## src/rtl/cap_pkg.sv

```systemverilog
package cap_pkg;
    typedef enum logic [1:0] {S_IDLE, S_ARMED, S_POST, S_DONE} cap_state_e;

    localparam logic [1:0] POS_PRE    = 2'd0;
    localparam logic [1:0] POS_CENTER = 2'd1;
    localparam logic [1:0] POS_POST   = 2'd2;
endpackage

```

## src/rtl/cap_match.sv

```systemverilog
module cap_match #(
    parameter int PROBE_W = 8,
    parameter int STAGES  = 2
) (
    input  logic [PROBE_W-1:0]        probe,
    input  logic [STAGES*PROBE_W-1:0] trig_val,
    input  logic [STAGES*PROBE_W-1:0] trig_mask,
    output logic [STAGES-1:0]         hit
);
    // one comparator per stage: all unmasked bits must agree
    for (genvar i = 0; i < STAGES; i++) begin : g_stage
        assign hit[i] = ((probe ^ trig_val[i*PROBE_W +: PROBE_W])
                         & ~trig_mask[i*PROBE_W +: PROBE_W]) == '0;
    end
endmodule

```

## src/rtl/cap_ram.sv

```systemverilog
module cap_ram #(
    parameter int PROBE_W = 8,
    parameter int DEPTH   = 16,
    localparam int AW     = $clog2(DEPTH)
) (
    input  logic               clk,
    input  logic               we,
    input  logic [AW-1:0]      waddr,
    input  logic [PROBE_W-1:0] wdata,
    input  logic               re,
    input  logic [AW-1:0]      raddr,
    output logic [PROBE_W-1:0] rdata
);
    logic [PROBE_W-1:0] mem [DEPTH];

    always_ff @(posedge clk) begin
        if (we) mem[waddr] <= wdata;
    end

    always_ff @(posedge clk) begin
        if (re) rdata <= mem[raddr];
    end
endmodule

```

## src/rtl/cap_fsm.sv

```systemverilog
module cap_fsm
    import cap_pkg::*;
#(
    parameter int DEPTH  = 16,
    parameter int STAGES = 2,
    localparam int AW    = $clog2(DEPTH),
    localparam int SW    = $clog2(STAGES + 1),
    localparam int GW    = (STAGES > 1) ? $clog2(STAGES) : 1
) (
    input  logic              clk,
    input  logic              rst_n,
    input  logic [STAGES-1:0] hit,
    input  logic [SW-1:0]     used_stages,
    input  logic [1:0]        pos_sel,
    input  logic              arm,
    input  logic              stop,
    input  logic              rd_en,
    output logic              we,
    output logic [AW-1:0]     waddr,
    output logic              re,
    output logic [AW-1:0]     raddr,
    output logic              armed,
    output logic              triggered,
    output logic              done,
    output logic [AW-1:0]     trig_pos,
    output logic              rd_valid
);
    localparam logic [AW:0] FULL = (AW+1)'(DEPTH);

    cap_state_e  state, state_nx;
    logic [AW-1:0] wp, wp_inc, trig_ptr, rp;
    logic [AW:0]   cnt, rem, pre_need, post_quota;
    logic [GW-1:0] stage, last_stage;
    logic [1:0]    pos_q;
    logic          final_hit, rd_go, arm_go;

    assign arm_go = arm && !stop;
    assign wp_inc = wp + AW'(1);

    always_comb begin
        if (used_stages == '0)             last_stage = '0;
        else if (used_stages > SW'(STAGES)) last_stage = GW'(STAGES - 1);
        else                                last_stage = GW'(used_stages - SW'(1));
    end

    always_comb begin
        case (pos_q)
            POS_CENTER: pre_need = (AW+1)'(DEPTH / 2);
            POS_POST:   pre_need = (AW+1)'(DEPTH - 1);
            default:    pre_need = (AW+1)'(1);
        endcase
    end

    assign post_quota = FULL - pre_need;
    assign final_hit  = (stage == last_stage) && hit[stage] && (cnt >= pre_need);
    assign rd_go      = (state == S_DONE) && rd_en && !stop && !arm;

    // next-state logic
    always_comb begin
        state_nx = state;
        if (stop)        state_nx = S_IDLE;
        else if (arm)    state_nx = S_ARMED;
        else begin
            unique case (state)
                S_IDLE:  state_nx = S_IDLE;
                S_ARMED: if (final_hit)
                             state_nx = (post_quota == (AW+1)'(1)) ? S_DONE : S_POST;
                S_POST:  if (rem == (AW+1)'(1)) state_nx = S_DONE;
                S_DONE:  state_nx = S_DONE;
            endcase
        end
    end

    // state register
    always_ff @(posedge clk or negedge rst_n) begin
        if (!rst_n) state <= S_IDLE;
        else        state <= state_nx;
    end

    // capture datapath
    always_ff @(posedge clk or negedge rst_n) begin
        if (!rst_n) begin
            wp       <= '0;
            cnt      <= '0;
            rem      <= '0;
            stage    <= '0;
            trig_ptr <= '0;
            trig_pos <= '0;
            rp       <= '0;
            pos_q    <= POS_PRE;
            rd_valid <= 1'b0;
        end else begin
            rd_valid <= rd_go;
            if (we) wp <= wp_inc;
            if (arm_go) begin
                cnt   <= '0;
                stage <= '0;
                pos_q <= pos_sel;
            end else if (state == S_ARMED && !stop) begin
                if (cnt < FULL) cnt <= cnt + (AW+1)'(1);
                if (final_hit) begin
                    trig_ptr <= wp;
                    rem      <= post_quota - (AW+1)'(1);
                    if (post_quota == (AW+1)'(1)) begin
                        rp       <= wp_inc;
                        trig_pos <= wp - wp_inc;
                    end
                end else if (stage != last_stage && hit[stage]) begin
                    stage <= stage + GW'(1);
                end
            end else if (state == S_POST && !stop) begin
                rem <= rem - (AW+1)'(1);
                if (rem == (AW+1)'(1)) begin
                    rp       <= wp_inc;
                    trig_pos <= trig_ptr - wp_inc;
                end
            end else if (rd_go) begin
                rp <= rp + AW'(1);
            end
        end
    end

    // outputs decoded from state
    always_comb begin
        armed     = 1'b0;
        triggered = 1'b0;
        done      = 1'b0;
        unique case (state)
            S_IDLE:  ;
            S_ARMED: armed = 1'b1;
            S_POST:  begin armed = 1'b1; triggered = 1'b1; end
            S_DONE:  begin triggered = 1'b1; done = 1'b1; end
        endcase
    end

    assign we    = (state == S_ARMED) || (state == S_POST);
    assign waddr = wp;
    assign re    = rd_go;
    assign raddr = rp;
endmodule

```

## src/rtl/trig_capture.sv

```systemverilog
module trig_capture #(
    parameter int PROBE_W = 8,
    parameter int DEPTH   = 16,
    parameter int STAGES  = 2,
    localparam int AW     = $clog2(DEPTH),
    localparam int SW     = $clog2(STAGES + 1)
) (
    input  logic                      clk,
    input  logic                      rst_n,
    input  logic [PROBE_W-1:0]        probe,
    input  logic [STAGES*PROBE_W-1:0] trig_val,
    input  logic [STAGES*PROBE_W-1:0] trig_mask,
    input  logic [SW-1:0]             used_stages,
    input  logic [1:0]                pos_sel,
    input  logic                      arm,
    input  logic                      stop,
    input  logic                      rd_en,
    output logic                      armed,
    output logic                      triggered,
    output logic                      done,
    output logic [AW-1:0]             trig_pos,
    output logic [PROBE_W-1:0]        rd_data,
    output logic                      rd_valid
);
    logic [STAGES-1:0] hit;
    logic              we, re;
    logic [AW-1:0]     waddr, raddr;

    cap_match #(.PROBE_W(PROBE_W), .STAGES(STAGES)) u_match (
        .probe(probe), .trig_val(trig_val), .trig_mask(trig_mask), .hit(hit)
    );

    cap_fsm #(.DEPTH(DEPTH), .STAGES(STAGES)) u_fsm (
        .clk(clk), .rst_n(rst_n), .hit(hit), .used_stages(used_stages),
        .pos_sel(pos_sel), .arm(arm), .stop(stop), .rd_en(rd_en),
        .we(we), .waddr(waddr), .re(re), .raddr(raddr),
        .armed(armed), .triggered(triggered), .done(done),
        .trig_pos(trig_pos), .rd_valid(rd_valid)
    );

    cap_ram #(.PROBE_W(PROBE_W), .DEPTH(DEPTH)) u_ram (
        .clk(clk), .we(we), .waddr(waddr), .wdata(probe),
        .re(re), .raddr(raddr), .rdata(rd_data)
    );
endmodule

```

## config.mk

```make
export PLATFORM = sky130hd
export DESIGN_NAME = trig_capture
export DESIGN_NICKNAME = d
export VERILOG_FILES = /design/src/rtl/cap_pkg.sv /design/src/rtl/cap_match.sv /design/src/rtl/cap_ram.sv /design/src/rtl/cap_fsm.sv /design/src/rtl/trig_capture.sv
export SDC_FILE = /design/constraint.sdc
export NUM_CORES = 1
export LEC_CHECK = 0
export CAP_MARGIN = 10
export CORE_MARGIN = 4
export CORE_UTILIZATION = 40
export CTS_CLUSTER_SIZE = 16
export DETAILED_ROUTE_END_ITERATION = 8
export DONT_BUFFER_PORTS = 1
export PLACE_DENSITY = 0.52
export SLEW_MARGIN = 20
export SYNTH_ARGS = -nofsm -noshare
export SYNTH_HDL_FRONTEND = slang
export SYNTH_SLANG_ARGS = --single-unit
```

## constraint.sdc

```tcl
create_clock -name clk -period 3 [get_ports clk]
set_input_delay 0.15 -clock clk [delete_from_list [all_inputs] [get_ports clk]]
set_output_delay 0.15 -clock clk [all_outputs]
set_load 0.01 [all_outputs]
```

# Word-level counts from Yosys, hierarchy flattened
# Memory sizes are Yosys's and may differ from the RTL's. A register that Yosys moved wholly into a read port is not among the register bits.
# Index checks and enable logic that the tools add are counted.
# word_totals
reg_bits	32
mem_bits_rw	128
input_bits	49
elab_cells	115
mem_count	1
# op_classes
addsub	10
order_cmp	4
n_eq_ne	15
n_mux	37
n_bitwise	7
reduce_logical	31
# mem_list
name	depth	word_bits	read_ports	rd_ports_with_merged_regs	wr	line	text
u_ram.mem	16	8	1	1	1	cap_ram.sv:14	logic [PROBE_W-1:0] mem [DEPTH];
# ops
cell	n
$mux W4	11
$mux W5	6
$and A8 B8 Y8	2
$logic_not A8 Y1	2
$not A8 Y8	2
$xor A8 B8 Y8	2
$mux W1	14
$eq A5 B1 Y1 const B	2
$reduce_and A5 Y1	2
$reduce_bool A2 Y1	5
$sub A5 B1 Y5 const B	2
$logic_and A1 B1 Y1	9
$reduce_and A3 Y1	3
$add A4 B1 Y4 const B	2
$mux W2	4
$ne A4 B3 Y1 const B	2
$pmux W2 S4	1
$pmux W4 S2	1
$sub A4 B4 Y4	2
$eq A2 B2 Y1 const B	3
$add A5 B1 Y5 const B	1
$ge A5 B4 Y1	1
$lt A5 B5 Y1 const B	1
$sub A5 B4 Y5 const A	1
17 further kinds	23

# Logic depth before layout (Yosys ltp)
# logic_depth
depth_word	11
depth_mapped	12
depth_no_buf	10

# Modules after synthesis
# Synthesis repeated with hierarchy kept, for this count alone.
# unflattened
hier_cells	474
hier_area_um2	7551.0
# modules_own_cells
module	n_inst	cells_per_inst	area_per_inst_um2	seq_area_each_um2
cap_ram	1	229	5227.5	4083.9
cap_fsm	1	219	2108.3	800.8
cap_match	1	26	215.2	0.0

# Worst setup path after synthesis
# Ideal clock, no wire load.
# synth_timing
path_kind	register -> register
from	register u_fsm.state[1]
to	register u_fsm.trig_pos[2]
arrival_time_ns	2.441
required_ns	2.899
path_slack_ns	0.458
stages_incl_launch_ff	11
period_less_slack_ns	2.542
path_cell_list	dfrtp_1 inv_1 ha_1 nand2b_1 clkbuf_1 clkbuf_1 mux2i_1 ha_1 fa_1 xor2_1 o32ai_1
# synth_between
elab_chain_len	4
# synth_lines
element	line	text
start: declaration	cap_fsm.sv:30	cap_state_e state, state_nx;
start signal: assignment	cap_fsm.sv:77	else state <= state_nx;
$eq A2 B1 Y1 / $eq A2 B2 Y1 (equally long branches)	cap_fsm.sv:99, cap_fsm.sv:111	
$logic_and A1 B1 Y1 (on tied branches)	cap_fsm.sv:99, cap_fsm.sv:111	
$ne A2 B1 Y1 (no source line) / $reduce_bool A2 Y1 (equally long branches)	--	
$reduce_and A5 Y1 (no source line)	--	
end signal: assignment	cap_fsm.sv:106	trig_pos <= wp - wp_inc;
end signal: assignment	cap_fsm.sv:115	trig_pos <= trig_ptr - wp_inc;
end: declaration	cap_fsm.sv:25	output logic [AW-1:0] trig_pos,
# Parallel ways exist; a longest one is shown, timed or not.
# A chain may end at the register's enable or synchronous reset.

# Worst setup path after layout
# layout_timing
from	register u_fsm.pos_q[0]
to	register u_fsm.trig_ptr[2]
# layout_between
elab_chain_len	5
# layout_lines
element	line	text
start: declaration	cap_fsm.sv:34	logic [1:0] pos_q;
start signal: assignment	cap_fsm.sv:98	pos_q <= pos_sel;
$eq A2 B2 Y1 / $eq A2 B1 Y1 (equally long branches)	cap_fsm.sv:47	case (pos_q)
$pmux W4 S2 *	cap_fsm.sv:47	
$ge A5 B4 Y1 *	cap_fsm.sv:55	assign final_hit = (stage == last_stage) && hit[stage] && (cnt >= pre_need);
$logic_and A1 B1 Y1 *	cap_fsm.sv:55	
$reduce_and A3 Y1 (no source line) *	--	
end signal: assignment	cap_fsm.sv:102	trig_ptr <= wp;
end: declaration	cap_fsm.sv:31	logic [AW-1:0] wp, wp_inc, trig_ptr, rp;
# Every way passes the cells marked *; elsewhere a longest branch is shown, timed or not.

==> impl_metrics.ini <==
[critical_path]
crit_path_cell_trace = inv_1 > ha_1 > inv_1 > ha_1 > o21ai_0 > o21ai_0 > o311ai_0 > a21oi_4 > nor3b_4 > mux2_4
crit_required_ns = 3.30
path_class = flop to flop
startpoint_type = flop
cp_top_family = compound AO/OA/AOI/OAI gates
cp.arrival_ns = 3.19
critical-path-max-stage-delay_ns = 0.42
crit_fanout = 13
slowest_stage = a21oi_4
worst-path-buf-inv = 2
crit_path_end_kind = flop

[layout]
n_antenna_cell = 0
post-route-util_pct = 46.2
finalNonFillerCells = 746
layout-drive-gt1-share_pct = 18.4
area_growth_pct = 13.5
fin_area_um2 = 8640
nNetsFinal = 571

[cts]
cts_made_buffers = 17
cts_tree = done
cts_max_path_buffers = 2
clock_latency_ns = 0.42
postCtsSetupBuffers = 0
cts.sinks = 168
path_clk_slew_ns = 0.06
cts_root_buffer = clkbuf_16
ctsHtreeMaxLevel = 4

[timing]
finalCriticalPeriod_ns = 2.89
fmax_mhz = 346
worst_slew_pin_slew_ns = 0.678
post-route-period-util_pct = 96.2
hold_viol = 0
max_slew_margin_pct = 54.2
rsz0062_at_grt = false
setup_viol = 0
setup-tns-final_ns = 0
slew_viol_final = 0
skew_ns = 0.00899

[synthesis]
syn_area_per_cell_um2 = 15.9
netlist_top_cells_count = edfxtp_1, mux4_2, dfrtp_1, nand2_1, inv_1
synth_top_area_cell = edfxtp_1
synth.ff_latch_count = 168
syn_inst = 480
synth.cell_area_um2 = 7620
synth_top_area_share_pct = 53.6
yosys_warnings = 0
synth_edf_count = 136
ys_types = 53
ys_top_cells_by_area = edfxtp_1, mux4_2, dfrtp_1
synthArstFlopShare_pct = 19.0
synth_fp_nets = 552
seq_area_frac_synth_pct = 64.1
synth-main-ff-cell = edfxtp_1
yosysMostFrequentCell = edfxtp_1

[hold_path]
hp-class = input pin to flop

[job]
drv_cap = 0

[detailed_routing]
avgRoutedWirePerCell_um = 21.9
routed_via_density = 5.57
drc_errors = 0
drt-initial-drc-count = 269
ant_nets = 0
firstDrtPassIters = 5
via_count = 4156
drt-total-wl_mm = 16.3

[global_routing]
gr-total-overflow = 0
antenna_found_initial = 2
grt_max_degree = 36
grt_pass1_vias = 4307
grt_first_pass_wirelength_mm = 25.4
grt_usage_pct = 15.9

[power_and_ir_drop]
powerDensity_nw_per_um2 = 769
swShare_pct = 28.6
ir_drop_uv = 460
finalPower_mw = 6.65
comb_power_share_pct = 24.1
clkPwrFrac_pct = 32.0
p_int_mw = 4.75
p_leak_nw = 3.02
pwr-share-seq_pct = 43.9
power_switching_mw = 1.90

[run_status]
status = complete, no violations

[placement]
place.gp.congestion = 0.800
place_area_um2 = 7910
port_buffers = 0
placed_cells = 699
hpwl_mm = 10.7

[die]
die_height_um = 146
start_util_pct = 40.7
dieArea_um2 = 21300
rows = 50
core_area_um2 = 18700
pin_count = 65
die_w_um = 146
power groups by stage:
| stage | clock network, mW | registers (mW) | logic [mW] |
|---|---|---|---|
| 4_1_cts | 2.18 | 2.92 | 1.64 |
| 6_report | 2.13 | 2.92 | 1.60 |
| 2_1_floorplan | 0 | 2.90 | 1.20 |
| 3_5_place_dp | 0 | 2.97 | 1.58 |
| 3_3_place_gp | 0 | 2.96 | 1.57 |
| 5_1_grt | 2.28 | 2.94 | 1.78 |
tightest hold or removal path, cell delays in order:
cell	delay [ns]
nor2b_1	0.02
buf_4	0.17
nor2_1	0.10
metal layers:
layer,GRT usage [%],wire [µm],vias to the layer above,share of wire (%)
met5,0,0,-,0
met4,4.89,201,0,1.2
met3,3.52,731,18,4.5
met2,24.1,7630,102,47
met1,23.0,7770,2146,48
li1,-,-,1890,-
registers in the layout, indices dropped and copies added, names as in the netlist:
register and flops:
u_fsm.pos_q 2, u_fsm.state 2, u_fsm.rem 5, u_fsm.waddr 4, u_fsm.rd_valid 1, u_fsm.cnt 5
u_fsm.stage 1, u_fsm.trig_ptr 4, u_fsm.raddr 4, u_fsm.trig_pos 4, u_ram.rdata 8, u_ram.mem 128
kinds of logic after synthesis:
| kind of cell | after synthesis | share of synthesized area [%] |
|---|---|---|
| xor gates and xnor gates | 28 | 3.22 |
| DFF | 168 | 64.1 |
| adders and majority gates | 23 | 3.88 |
| and+or+nand+nor | 96 | 6.75 |
| AOI/OAI and AO/OA | 65 | 5.91 |
| buffers and inverters | 48 | 2.41 |
| muxes | 52 | 13.7 |
cell usage in the layout (no fill, tap or decap), types with 7 or more instances in the layout:
cell type	instances
nor2_1	15
inv_1	24
clkbuf_16	17
xor2_1	12
edfxtp_1	136
nand2_1	27
o22ai_1	8
nand3_1	8
ha_1	22
buf_4	7
dlygate4sd3_1	14
a21oi_1	12
and2_1	16
dfrtp_1	31
o21ai_0	12
mux4_2	40
xnor2_1	16
through the flow:
step,setup WS (ns),hold slack [ns]
floorplan,0.458,-0.146
global placement,0.270,-0.145
detailed placement,0.156,-0.145
CTS,0.135,0.0314
global route,0.0251,0.0537
finish,0.113,0.0718
area by class of cell:
cell class	count	area (µm²)
Fill cell	1620	10100
Tap cell	234	293
Sequential cell	168	4890
Clock buffer	18	429
Timing Repair Buffer	24	253
Multi-Input combinational cell	264	2550
Inverter	24	90.1
Clock inverter	14	145
worst paths after layout:
path / startpoint / endpoint / slack [ns] / cells past startpoint
max in group asynchronous: rst_n / u_fsm.raddr[0] / 2.62 / 2
worst max register to register: u_fsm.pos_q[0] / u_fsm.trig_ptr[2] / 0.11 / 10
min in group asynchronous: rst_n / u_fsm.state[1] / 0.19 / 2
worst min-delay path: stop / u_fsm.cnt[0] / 0.07 / 3
worst min register to register: u_fsm.trig_ptr[3] / u_fsm.trig_ptr[3] / 0.52 / 1
worst max-delay path: u_fsm.pos_q[0] / u_fsm.trig_ptr[2] / 0.11 / 10
repair_timing:
item                                    in CTS  in global routing
endpoints found under the hold margin      169                  0
endpoints found under the setup margin       0                  0
resized for setup                            0                  0
hold buffers                                15                  0
Power figures use the tool's default switching activity.
